[src/rtl/synhunt_pkg.sv]
package synhunt_pkg;

   typedef enum logic [1:0] {
      SH_MONO   = 2'b00,
      SH_BISYNC = 2'b01,
      SH_EXT    = 2'b10,
      SH_EXT_B  = 2'b11
   } sh_mode_e;

   function automatic logic sh_is_ext(input sh_mode_e m);
      return (m == SH_EXT) || (m == SH_EXT_B);
   endfunction

endpackage

[src/rtl/synhunt_sync.sv]
// Multi-bit level synchronizer, depth chosen by parameter.
module synhunt_sync #(
   parameter int              W       = 3,
   parameter int              STAGES  = 2,
   parameter logic [W-1:0]    RST_VAL = '0
) (
   input  logic         clk,
   input  logic         rst_n,
   input  logic [W-1:0] d_i,
   output logic [W-1:0] q_o
);

   if (STAGES < 2) begin : g_bad_depth
      $error("synhunt_sync: STAGES must be at least 2");
   end

   for (genvar s = 0; s < STAGES; s++) begin : g_stg
      logic [W-1:0] q;
      if (s == 0) begin : g_first
         always_ff @(posedge clk or negedge rst_n) begin
            if (!rst_n) q <= RST_VAL;
            else        q <= d_i;
         end
      end else begin : g_next
         always_ff @(posedge clk or negedge rst_n) begin
            if (!rst_n) q <= RST_VAL;
            else        q <= g_stg[s-1].q;
         end
      end
   end

   assign q_o = g_stg[STAGES-1].q;

endmodule

[src/rtl/synhunt_shifter.sv]
// Bit history and sync pattern comparator.
module synhunt_shifter
   import synhunt_pkg::*;
#(
   parameter int CHAR_W    = 8,
   parameter bit BISYNC_EN = 1'b1,
   localparam int PAT_W    = 2 * CHAR_W
) (
   input  logic              clk,
   input  logic              rst_n,
   input  logic              sample_i,
   input  logic              bit_i,
   input  sh_mode_e          mode_i,
   input  logic [PAT_W-1:0]  pat_i,
   output logic              hit_o,
   output logic              match_q_o,
   output logic [CHAR_W-1:0] newest_o
);

   logic [PAT_W-2:0] hist_q;
   logic [PAT_W-1:0] hist_d;
   logic             mono_hit;
   logic             bi_hit;
   logic             match_q;

   assign hist_d   = {bit_i, hist_q};
   assign newest_o = hist_d[PAT_W-1 -: CHAR_W];
   assign mono_hit = (hist_d[PAT_W-1 -: CHAR_W] == pat_i[CHAR_W-1:0]);

   if (BISYNC_EN) begin : g_bisync
      assign bi_hit = (hist_d == pat_i);
   end else begin : g_mono_only
      assign bi_hit = 1'b0;
   end

   always_comb begin
      unique case (mode_i)
         SH_MONO:   hit_o = mono_hit;
         SH_BISYNC: hit_o = bi_hit;
         default:   hit_o = 1'b0;
      endcase
   end

   always_ff @(posedge clk or negedge rst_n) begin
      if (!rst_n) begin
         hist_q  <= '0;
         match_q <= 1'b0;
      end else if (sample_i) begin
         hist_q  <= hist_d[PAT_W-1:1];
         match_q <= hit_o;
      end
   end

   assign match_q_o = match_q;

endmodule

[src/rtl/synhunt_framer.sv]
// Hunt state, character counter, character output and status flag.
module synhunt_framer #(
   parameter int CHAR_W = 8
) (
   input  logic              clk,
   input  logic              rst_n,
   input  logic              sample_i,
   input  logic              hit_i,
   input  logic              ext_mode_i,
   input  logic              sync_n_i,
   input  logic              hunt_cmd_i,
   input  logic              ack_i,
   input  logic [CHAR_W-1:0] newest_i,
   output logic [CHAR_W-1:0] char_o,
   output logic              char_vld_o,
   output logic              hunting_o,
   output logic              chg_o
);

   localparam int               CNT_W   = (CHAR_W > 1) ? $clog2(CHAR_W) : 1;
   localparam logic [CNT_W-1:0] CNT_MAX = CNT_W'(CHAR_W - 1);
   localparam logic [CNT_W-1:0] CNT_ONE = CNT_W'(1);

   logic              sync_n_q;
   logic              hunting_q, hunting_d;
   logic [CNT_W-1:0]  cnt_q, cnt_d;
   logic [CHAR_W-1:0] char_q;
   logic              vld_q;
   logic              chg_q;
   logic              ext_fall, ext_rise;
   logic              acquire, lose, set_hunt, emit;

   assign ext_fall = ext_mode_i &  sync_n_q & ~sync_n_i;
   assign ext_rise = ext_mode_i & ~sync_n_q &  sync_n_i;
   assign acquire  = hunting_q & ((~ext_mode_i & sample_i & hit_i) | ext_fall);
   assign lose     = ~hunting_q & ext_rise;
   assign set_hunt = hunt_cmd_i | lose;
   assign emit     = ~hunting_q & sample_i & (cnt_q == CNT_MAX) & ~set_hunt;

   always_comb begin
      hunting_d = hunting_q;
      cnt_d     = cnt_q;
      if (set_hunt) begin
         hunting_d = 1'b1;
         cnt_d     = '0;
      end else if (acquire) begin
         hunting_d = 1'b0;
         cnt_d     = ext_fall ? CNT_ONE : '0;
      end else if (!hunting_q && sample_i) begin
         cnt_d     = (cnt_q == CNT_MAX) ? '0 : cnt_q + CNT_ONE;
      end
   end

   always_ff @(posedge clk or negedge rst_n) begin
      if (!rst_n) begin
         sync_n_q  <= 1'b1;
         hunting_q <= 1'b1;
         cnt_q     <= '0;
         char_q    <= '0;
         vld_q     <= 1'b0;
         chg_q     <= 1'b0;
      end else begin
         sync_n_q  <= sync_n_i;
         hunting_q <= hunting_d;
         cnt_q     <= cnt_d;
         vld_q     <= emit;
         if (emit) char_q <= newest_i;
         if (hunting_d != hunting_q) chg_q <= 1'b1;
         else if (ack_i)             chg_q <= 1'b0;
      end
   end

   assign char_o     = char_q;
   assign char_vld_o = vld_q;
   assign hunting_o  = hunting_q;
   assign chg_o      = chg_q;

endmodule

[src/rtl/synhunt_rx.sv]
module synhunt_rx
   import synhunt_pkg::*;
#(
   parameter int CHAR_W      = 8,
   parameter int SYNC_STAGES = 2,
   parameter bit BISYNC_EN   = 1'b1,
   localparam int PAT_W      = 2 * CHAR_W
) (
   input  logic              clk,
   input  logic              rst_n,
   input  logic [1:0]        mode_i,
   input  logic [PAT_W-1:0]  pat_i,
   input  logic              hunt_i,
   input  logic              rxc_i,
   input  logic              rxd_i,
   input  logic              sync_n_i,
   output logic              sync_out_n_o,
   output logic              sync_oe_o,
   output logic [CHAR_W-1:0] char_o,
   output logic              char_vld_o,
   output logic              hunt_stat_o,
   output logic              stat_chg_o,
   input  logic              stat_ack_i
);

   if (CHAR_W < 2) begin : g_bad_char
      $error("synhunt_rx: CHAR_W must be at least 2");
   end

   sh_mode_e   mode;
   logic       ext_mode;
   logic [2:0] pins_s;
   logic       rxc_s, rxd_s, sync_n_s;
   logic       rxc_prev_q;
   logic       sample;
   logic       hit;
   logic       match_q;
   logic [CHAR_W-1:0] newest;

   assign mode     = sh_mode_e'(mode_i);
   assign ext_mode = sh_is_ext(mode);

   synhunt_sync #(
      .W       (3),
      .STAGES  (SYNC_STAGES),
      .RST_VAL (3'b100)
   ) u_sync (
      .clk   (clk),
      .rst_n (rst_n),
      .d_i   ({sync_n_i, rxd_i, rxc_i}),
      .q_o   (pins_s)
   );

   assign {sync_n_s, rxd_s, rxc_s} = pins_s;

   always_ff @(posedge clk or negedge rst_n) begin
      if (!rst_n) rxc_prev_q <= 1'b0;
      else        rxc_prev_q <= rxc_s;
   end

   assign sample = rxc_s & ~rxc_prev_q;

   synhunt_shifter #(
      .CHAR_W    (CHAR_W),
      .BISYNC_EN (BISYNC_EN)
   ) u_shift (
      .clk       (clk),
      .rst_n     (rst_n),
      .sample_i  (sample),
      .bit_i     (rxd_s),
      .mode_i    (mode),
      .pat_i     (pat_i),
      .hit_o     (hit),
      .match_q_o (match_q),
      .newest_o  (newest)
   );

   synhunt_framer #(
      .CHAR_W (CHAR_W)
   ) u_frame (
      .clk        (clk),
      .rst_n      (rst_n),
      .sample_i   (sample),
      .hit_i      (hit),
      .ext_mode_i (ext_mode),
      .sync_n_i   (sync_n_s),
      .hunt_cmd_i (hunt_i),
      .ack_i      (stat_ack_i),
      .newest_i   (newest),
      .char_o     (char_o),
      .char_vld_o (char_vld_o),
      .hunting_o  (hunt_stat_o),
      .chg_o      (stat_chg_o)
   );

   assign sync_oe_o    = ~ext_mode;
   assign sync_out_n_o = ~(match_q & ~ext_mode);

endmodule

[config.mk]
export PLATFORM = sky130hd
export DESIGN_NAME = synhunt_rx
export DESIGN_NICKNAME = d
export VERILOG_FILES = /design/src/rtl/synhunt_pkg.sv /design/src/rtl/synhunt_sync.sv /design/src/rtl/synhunt_shifter.sv /design/src/rtl/synhunt_framer.sv /design/src/rtl/synhunt_rx.sv
export SDC_FILE = /design/constraint.sdc
export NUM_CORES = 1
export LEC_CHECK = 0
export ABC_AREA = 1
export BUFFER_PORTS_ARGS = -buffer_cell sky130_fd_sc_hd__buf_4
export CAP_MARGIN = 20
export CORE_AREA = 2 2 77 57
export CTS_BUF_LIST = sky130_fd_sc_hd__clkbuf_8
export DETAILED_ROUTE_END_ITERATION = 7
export DIE_AREA = 0 0 79 59
export PLACE_DENSITY_LB_ADDON = 0.05
export SYNTH_ARGS = -nofsm -noshare
export SYNTH_HDL_FRONTEND = slang
export SYNTH_SLANG_ARGS = --single-unit
[constraint.sdc]
create_clock -name clk -period 1.3 [get_ports clk]
set_input_delay 0.13 -clock clk [delete_from_list [all_inputs] [get_ports clk]]
set_output_delay 0.13 -clock clk [all_outputs]
set_load 0.05 [all_outputs]
==> impl_metrics.toml, run 1 <==
[status]
run_status = "finished, violations left"
failed_checks = "setup timing"

[drt]
drtIter0Drc = 54
drc = 0
via_count = 1682
ant_nets = 0
wl_per_cell_um = 11.2
viasPerCell = 4.62
wl_um = 4060
first_pass_iters = 4

[critical_path]
r2r_start = "u_shift.hist_q[14]"
endpoint_kind = "flip-flop"
r2r_setup_slack_ps = -220
ff2ff_path_depth = 12
cp.depth = 12
crit_path_end = "u_frame.cnt_q[0]"
crit_slowest_cell = "dfrtp_1"
required_ps = 1490
slowest_delay_ps = 430
cp.buffers_inverters = 0
arrival_ps = 1710
worstSetupStartpointType = "flip-flop"
crit_family = "simple AND/OR/NAND/NOR gates"
startpoint = "u_shift.hist_q[14]"
crit_path_frequent_cell = "nand2_1"
critPathKind = "reg -> reg"
cp_max_fo = 6
r2r-end = "u_frame.cnt_q[0]"
worstPathCellList = "xnor2_1 -> nand2_1 -> nor2_1 -> nand2_1 -> a21oi_2 -> nand2_2 -> nand2_4 -> nand2_4 -> nand2_2 -> nand2_1 -> nand2_1 -> nand2_1"

[floorplanning]
num_rows = 19
core_area_mm2 = 0.00385
die-height_um = 59
fp.dieW_um = 79
initial_core_util_pct = 48.9
pin_count = 38
dieArea_mm2 = 0.00466

[sta]
tightest_slew_ps = 484
fin_skew_ps = 7.56
finalCritPeriodShare_pct = 117
slew_violations = 0
worst_slack_ps = -221
setup-tns-final_ps = -1300
min_period_ps = 1520
clock.fmax_mhz = 657
holdWs_ps = 63.3
finalSetupViolations = 15
finalHoldViolations = 0
rsz0062_at_grt = "true"
relSlewSlack_pct = 67.8

[cts]
cts.sinks = 38
clkTransAtPathRegs_ps = 80
ctsRootBufferMaster = "clkbuf_8"
numCtsBuffers = 5
htree_levels = 2
cts_tree = "built"
cts_max_path_buffers = 2
clock_latency_ps = 290

[global_routing]
track_usage_pct = 19.3
grt_remaining_overflow = 0
grt_pass1_wl_um = 6880
grt_max_degree = 39
antenna_found_initial = 0
first_global_vias = 1585

[logic_synthesis]
synthTopCellsByCount = "nand2_1, dfrtp_1, inv_1"
synth_edf_count = 0
yosysTopAreaCellShare_pct = 45.2
synthMuxAreaShare_pct = 0
synth_nets = 268
synth_warnings = 0
syn_area_mm2 = 0.00188
synth_top_family_by_area = "simple AND/OR/NAND/NOR gates"
synth_compound_area_share_pct = 7.77
synthMostInstantiatedCell = "nand2_1"
synth-seq-cells = 38
synth_adder_area_share_pct = 1.33
ys.flop_type = "dfrtp_1"
synth-seq-area-share_pct = 50.8
ys_top_cells_by_area = "dfrtp_1, nand2_1, inv_1"
synth_top_cell_by_area = "dfrtp_1"
synth_xor_area_share_pct = 3.72
synth.distinct_cells = 23
synth_cells = 241
synthSimpleGateAreaFrac_pct = 27.4
async_flop_share_pct = 100
avgSynthCellArea_um2 = 7.81

[finish]
layout-drive-gt1-share_pct = 32.4
areaGrowthSynthToFinish_pct = 38.4
fin_nets = 338
instances_no_fill = 364
antenna_cells = 0
final_util_pct = 67.7

[power]
irDropWorstVdd_v = 0.000851
power_density_mw_per_mm2 = 1120
leakagePower_nw = 1.37

[place]
place_congestion = 0.799
place_hpwl_um = 2930
io_buffers = 37
placed_cells = 347

[flow_run]
drv_cap = 0

[min_path]
hold_path_startpoint = "stat_ack_i"
min_path_type = "in -> reg"
## sequential cells by signal (all words and copies together) (netlist names), 3 cells and up
| signal | count |
|---|---|
| u_frame.char_o | 8 |
| u_sync.g_stg.q | 3 |
| u_shift.hist_q | 15 |
| u_sync.q_o | 3 |
| u_frame.cnt_q | 3 |
## per-stage QoR
step,cell area (um^2),power (W),setup WS [ps]
floorplan,1900,0.00175,-177
global placement,2380,0.00205,-204
detailed placement,2380,0.00206,-221
CTS,2550,0.00293,-222
global route,2610,0.00310,-379
finish,2610,0.00292,-221
## cell families (layout without fill, tap and decap cells)
group | after synthesis | after routing
AND/OR/NAND/NOR | 123 | 124
flip-flops | 38 | 38
buffers and inverters | 43 | 113
AO/OA/AOI/OAI | 27 | 27
adder cells (fa/ha/maj) | 2 | 2
XOR/XNOR | 8 | 8
## worst min path at each step
stage | endpoint | slack (ps) | cells past startpoint
2_1_floorplan | rxc_prev_q | -170 | 0
3_3_place_gp | u_frame.char_vld_o | 130 | 1
3_5_place_dp | u_frame.char_o[1] | 130 | 1
4_1_cts | u_frame.chg_o | 60 | 2
5_1_grt | u_frame.chg_o | 60 | 2
6_report | u_frame.chg_o | 60 | 2
## layout by cell type (no fill, tap or decap), types with 2 or more instances in the layout
cell | netlist | layout
nand2_1 | 94 | 92
buf_4 | 0 | 58
dfrtp_1 | 34 | 34
inv_1 | 31 | 31
o21ai_0 | 17 | 15
nor2_1 | 14 | 11
inv_2 | 9 | 9
o21ai_1 | 7 | 9
clkbuf_8 | 0 | 6
xnor2_1 | 5 | 5
nor2_4 | 2 | 4
dlygate4sd3_1 | 0 | 4
xor2_1 | 3 | 3
nand2_2 | 1 | 3
nand3_2 | 1 | 3
nand4_1 | 3 | 3
dfstp_2 | 4 | 3
nor2_2 | 1 | 2
a21oi_2 | 2 | 2
nand3_4 | 0 | 2
nand2_4 | 2 | 2
buf_6 | 1 | 2
## cell type report
cell class,count,area [um^2]
inverter,40,150
fill,343,1240
clock inverter,2,12.5
clock buffer,6,82.6
timing repair buffer,65,513
tap,52,65.1
sequential,38,960
multi-input combinational,161,823
## worst register-to-register path, cell delays in order (launching register included)
cell	delay (ps)
dfrtp_1	430
xnor2_1	180
nand2_1	70
nor2_1	100
nand2_1	70
a21oi_2	150
nand2_2	90
nand2_4	70
nand2_4	70
nand2_2	50
nand2_1	40
nand2_1	50
nand2_1	40
## where the power goes
group,total (W),switching (W),internal (W)
registers,0.00140,0.0000974,0.00130
logic,0.000677,0.000356,0.000322
clock network,0.000843,0.000417,0.000426
total,0.00292,0.000870,0.00205
## layer usage
layer	GRT usage, %	vias up	part of all wire, %
li1	-	871	-
met1	27.2	777	49
met2	29.7	30	45
met3	4.73	4	4.9
met4	5.91	0	0.76
met5	0	-	0
## what timing repair did
item,in CTS,in global routing
gates resized for setup,7,9
hold buffers,4,0
buffers inserted,2,2
hold endpoints to repair,37,0
gates cloned,0,1
endpoints found under the setup margin,15,15
pin swaps,4,7
No activity file was read; power rests on OpenSTA's default activity.
==> inputs of run 2 (changes only) <==
- CORE_AREA: 2 2 77 57 -> 2 2 79 58
- DIE_AREA: 0 0 79 59 -> 0 0 81 60
- SYNTH_HIERARCHICAL: not set -> 1
==> run 2 against run 1 <==
The flow still finishes with violations (setup timing). Die area is 4.3% higher. Clock skew decreased by 0.99 ps. Clock power is 46% higher. Critical path depth rose by 2. Final area up 6.7%. Sequential cell count did not move.
==> impl_metrics.toml, run 2 <==
[cts]
cts_tree = "built"
cts_max_path_buffers = 2
clkTransAtPathRegs_ps = 80
ctsRootBufferMaster = "clkbuf_8"
htree_levels = 2
cts.sinks = 38
clock_latency_ps = 290
numCtsBuffers = 5

[drt]
ant_nets = 0
drtIter0Drc = 86
wl_um = 4320
drc = 0
first_pass_iters = 4
viasPerCell = 4.61
via_count = 1825
wl_per_cell_um = 10.9

[finish]
fin_nets = 367
antenna_cells = 0
stdcell_area_mm2 = 0.00278
mostFrequentLayoutCell = "nand2_1"
regMostFlops = "u_shift/hist_q"
layout-drive-gt1-share_pct = 37.2
areaGrowthSynthToFinish_pct = 39.9
layout_common_cells = "nand2_1, buf_4, dfrtp_1, inv_1"
largest_reg_flops = 15

[place]
place_congestion = 0.784
place_hpwl_um = 3000
io_buffers = 37
dpl_cell_area_mm2 = 0.00242

[critical_path]
endpoint_kind = "flip-flop"
r2r_setup_slack_ps = -310
crit_slowest_cell = "dfrtp_1"
crit_path_frequent_cell = "nand2_1"
r2r-end = "u_frame/cnt_q[0]"
r2r_start = "u_shift/hist_q[8]"
critPathKind = "reg -> reg"
worstSetupStartpointType = "flip-flop"
startpoint = "u_shift/hist_q[8]"
ff2ff_path_depth = 14
slowest_delay_ps = 410
worstPathCellList = "inv_2 -> nand2_1 -> nand2_1 -> nor2_2 -> nand2_1 -> nor2_1 -> nand3_1 -> nand2_2 -> nand3_2 -> nand2_2 -> nand2_4 -> o21ai_1 -> nand3_2 -> nand2_1"
required_ps = 1540
cp_max_fo = 4
arrival_ps = 1850
crit_path_end = "u_frame/cnt_q[0]"

[floorplanning]
pin_count = 38
die-height_um = 60
dieArea_mm2 = 0.00486
initial_core_util_pct = 47.8
num_rows = 20
fp.dieW_um = 81
core_area_mm2 = 0.00415

[logic_synthesis]
avgSynthCellArea_um2 = 7.39
synth_nets = 296
ys.flop_type = "dfrtp_1"
synth.distinct_cells = 24
synth-seq-cells = 38
synthMostInstantiatedCell = "nand2_1"
synth_warnings = 6
synth_edf_count = 0
synth_cells = 269
async_flop_share_pct = 100
synth_top_cell_by_area = "dfrtp_1"
ys_top_cells_by_area = "dfrtp_1, nand2_1, inv_1"
synthTopCellsByCount = "nand2_1, dfrtp_1, inv_1"
syn_area_mm2 = 0.00199
yosysTopAreaCellShare_pct = 42.8
synth-seq-area-share_pct = 48.1

[sta]
finalHoldViolations = 0
finalSetupViolations = 14
clock.fmax_mhz = 621
finalCritPeriodShare_pct = 124
tightest_slew_ps = 469
worst_slack_ps = -311
min_period_ps = 1610
slew_violations = 0
rsz0062_at_grt = "true"
holdWs_ps = 127
relSlewSlack_pct = 68.8
fin_skew_ps = 6.57

[power]
leakagePower_nw = 1.50
irDropWorstVdd_v = 0.00105
total_power_w = 0.00337
power_density_mw_per_mm2 = 1210

[min_path]
min_path_type = "in -> reg"

[global_routing]
first_global_vias = 1636
antenna_found_initial = 0
grt_pass1_wl_um = 7090
grt_remaining_overflow = 0
track_usage_pct = 19.7
grt_max_degree = 39

[status]
run_status = "finished, violations left"
failed_checks = "setup timing"

[flow_run]
drv_cap = 0
[run 2: cell count changes after synthesis, sizes merged, moves of 2 or more]
cell    delta
buf        +8
clkinv     +2
nand2     +23
nand3      +4
o21ai      -5
xnor2      -4
xor2       -2
[run 2: power by group]
part	internal, W	total [W]	switching (W)
registers	0.00130	0.00140	0.0000969
logic	0.000361	0.000740	0.000379
clock network	0.000818	0.00123	0.000415
[run 2: per-stage QoR]
stage	util (%)	worst slack, ps	setup TNS (ps)	std cells
6_report	66.9	-311	-1460	396
2_1_floorplan	-	-127	-1380	269
3_3_place_gp	58.3	-245	-962	370
4_1_cts	65.3	-268	-1300	393
5_1_grt	66.9	-509	-3120	396
3_5_place_dp	58.3	-276	-1150	370
[run 2: layout make-up]
cell class | count | area (um^2)
sequential | 38 | 957
clock inverter | 2 | 60.1
timing repair buffer | 74 | 576
tap | 55 | 68.8
fill | 371 | 1370
multi-input combinational | 177 | 863
inverter | 43 | 166
timing repair inverter | 1 | 6.26
clock buffer | 6 | 82.6
[run 2: cell families after synthesis]
| family | share of synthesized area, % |
|---|---|
| compound gates | 5.29 |
| xor+xnor | 0.882 |
| fa+ha+maj | 1.26 |
| buf+inv | 12.5 |
| flops | 48.1 |
| simple gates | 31.9 |
[run 2: metal layers]
layer  global-route usage, %  up-vias  share of wire (%)
li1                        -      944                  -
met1                    27.0      833                 49
met2                    30.7       40                 44
met3                    4.08        8                5.3
met4                    7.99        0                1.5
met5                       0        -                  0
[run 2: worst min path at each step]
stage                       from           endpoint  depth (start not counted)
after floorplan            rst_n         rxc_prev_q                          0
after global placement     rst_n  u_shift/hist_q[4]                          1
after detailed placement   rst_n  u_shift/hist_q[4]                          1
after CTS                 hunt_i  u_frame/hunting_o                          3
after global routing      hunt_i  u_frame/hunting_o                          3
final                     hunt_i  u_frame/hunting_o                          3
[run 2: critical path: cells and delay by family (launching register included)]
family / cells / cell delay (ps)
AOI/OAI and AO/OA: 1 / 110
DFF: 1 / 410
and+or+nand+nor: 12 / 980
buffers and inverters: 1 / 60
[run 2: repair_timing]
action,in CTS,in global routing
resized for setup,7,18
hold buffers,5,0
setup endpoints to repair,13,17
endpoints found under the hold margin,38,0
pin swaps,6,10
cloned,1,1
buffers inserted,9,4
==> inputs of run 3 (changes only) <==
- PLACE_DENSITY: not set -> 0.76
- PLACE_DENSITY_LB_ADDON: 0.05 -> not set
- RECOVER_POWER: not set -> 50
==> run 3 against run 2 <==
The flow still finishes with violations (setup timing). Critical path depth up 1. Combinational power down 9.2%. Global-route usage down 0.90 points. Critical path type unchanged. Largest cell class unchanged.
==> impl_metrics.toml, run 3 (same netlist as run 2, synthesis figures left out) <==
[critical_path]
r2r_start = "u_shift/hist_q[14]"
ff2ff_path_depth = 15
r2r-end = "u_frame/cnt_q[0]"
crit_path_frequent_cell = "nand2_1"
r2r_setup_slack_ps = -370
endpoint_kind = "flip-flop"
slowest_delay_ps = 420
crit_path_end = "u_frame/cnt_q[0]"
critPathKind = "reg -> reg"
cp.buffers_inverters = 3
required_ps = 1500
cp_max_fo = 4
worstSetupStartpointType = "flip-flop"
crit_slowest_cell = "dfrtp_1"
cp.depth = 15
startpoint = "u_shift/hist_q[14]"
arrival_ps = 1870
crit_family = "simple AND/OR/NAND/NOR gates"
worstPathCellList = "inv_2 -> nand2_1 -> nand2_1 -> nor2_1 -> nand2_1 -> nor2_1 -> nand3_1 -> nand2_2 -> inv_1 -> nor2_1 -> nand3_1 -> nand2_1 -> inv_2 -> nand3_2 -> nand2_1"

[cts]
clock_latency_ps = 310
htree_levels = 2
clkTransAtPathRegs_ps = 80
cts_max_path_buffers = 2
cts_tree = "built"
numCtsBuffers = 5
ctsRootBufferMaster = "clkbuf_8"
cts.sinks = 38

[sta]
finalCritPeriodShare_pct = 129
finalHoldViolations = 0
relSlewSlack_pct = 37.4
finalSetupViolations = 14
rsz0062_at_grt = "true"
tightest_slew_ps = 939
min_period_ps = 1670
clock.fmax_mhz = 598
slew_violations = 0
worst_slack_ps = -373
fin_skew_ps = 10.8

[place]
place_hpwl_um = 2930
pre_cts_ws_ps = -239
io_buffers = 37
placed_cells = 366
place_congestion = 0.830

[flow_run]
drv_cap = 0

[floorplanning]
pin_count = 38
initial_core_util_pct = 47.8
dieArea_mm2 = 0.00486
core_area_mm2 = 0.00415
num_rows = 20
fp.dieW_um = 81
die-height_um = 60

[finish]
mostFrequentLayoutCell = "nand2_1"
layout_common_cells = "nand2_1, buf_4, dfrtp_1, inv_1, inv_2"
antenna_cells = 0
largest_reg_flops = 15
instances_no_fill = 390
areaGrowthSynthToFinish_pct = 34.4
fin_nets = 361
layout-drive-gt1-share_pct = 33.1
regMostFlops = "u_shift/hist_q"

[power]
total_power_w = 0.00291
leakagePower_nw = 1.46
irDropWorstVdd_v = 0.000710
power_density_mw_per_mm2 = 1090

[global_routing]
antenna_found_initial = 0
track_usage_pct = 18.8
grt_remaining_overflow = 0
grt_max_degree = 39
grt_pass1_wl_um = 6650
first_global_vias = 1495

[drt]
wl_um = 4410
first_pass_iters = 4
drtIter0Drc = 98
viasPerCell = 4.65
via_count = 1815
drc = 0
wl_per_cell_um = 11.3
ant_nets = 0

[min_path]
min_path_type = "in -> reg"

[status]
failed_checks = "setup timing"
run_status = "finished, violations left"
run 3: cell count changes in the layout (fill, tap and decap cells not counted), sizes merged:
cell | before | now
buf | 69 | 58
bufinv | 2 | 0
clkbuf | 6 | 11
clkinv | 1 | 3
run 3: layout make-up:
class	count	area [um^2]
Multi-Input combinational cell	177	843
Fill cell	359	1480
Inverter	43	166
Sequential cell	38	958
Clock inverter	2	8.76
Timing Repair Buffer	68	537
Timing Repair inverter	1	5.00
Tap cell	55	68.8
Clock buffer	6	82.6
run 3: worst min-delay path by stage:
stage | depth (start not counted) | slack, ps | start | end
after floorplan | 0 | -170 | rst_n | rxc_prev_q
after global placement | 1 | 120 | rst_n | u_shift/hist_q[1]
after detailed placement | 1 | 120 | rst_n | u_shift/hist_q[1]
after CTS | 3 | 90 | hunt_i | u_frame/hunting_o
after global routing | 3 | 120 | hunt_i | u_frame/hunting_o
final | 3 | 110 | hunt_i | u_frame/hunting_o
run 3: power by group:
group	switching, W	leakage [nW]	internal [W]	total, W
Clock	0.000422	0.0524	0.000420	0.000842
Combinational	0.000360	0.913	0.000312	0.000672
Sequential	0.000102	0.490	0.00130	0.00140
Total	0.000884	1.46	0.00203	0.00291
run 3: worst register-to-register path, cell delays in order, from the launching register on:
cell and delay, ps:
dfrtp_1 420, inv_2 60, nand2_1 60, nand2_1 60, nor2_1 130, nand2_1 80
nor2_1 90, nand3_1 90, nand2_2 100, inv_1 40, nor2_1 90, nand3_1 90
nand2_1 100, inv_2 40, nand3_2 50, nand2_1 60
run 3: stage by stage:
| stage | TNS, ps | hold slack [ps] | area, um^2 | util (%) |
|---|---|---|---|---|
| final | -1790 | 107 | 2670 | 64.3 |
| after global routing | -3000 | 117 | 2670 | 64.3 |
| after CTS | -892 | 93.1 | 2590 | 62.3 |
| after detailed placement | -908 | 124 | 2390 | 57.6 |
| after global placement | -712 | 123 | 2390 | 57.6 |
| after floorplan | -1380 | -166 | 2000 | - |
run 3: layer usage:
metal	track usage, %	wire [um]
met1	25.9	2130
met2	27.4	2000
met3	3.78	192
met4	11.6	99
met5	0	0
run 3: what timing repair did:
action,in CTS,in global routing
setup endpoints to repair,13,16
resized for setup,2,15
pin swaps,6,7
gates cloned,1,1
endpoints found under the hold margin,38,0
buffers inserted,5,4
hold buffers,5,0
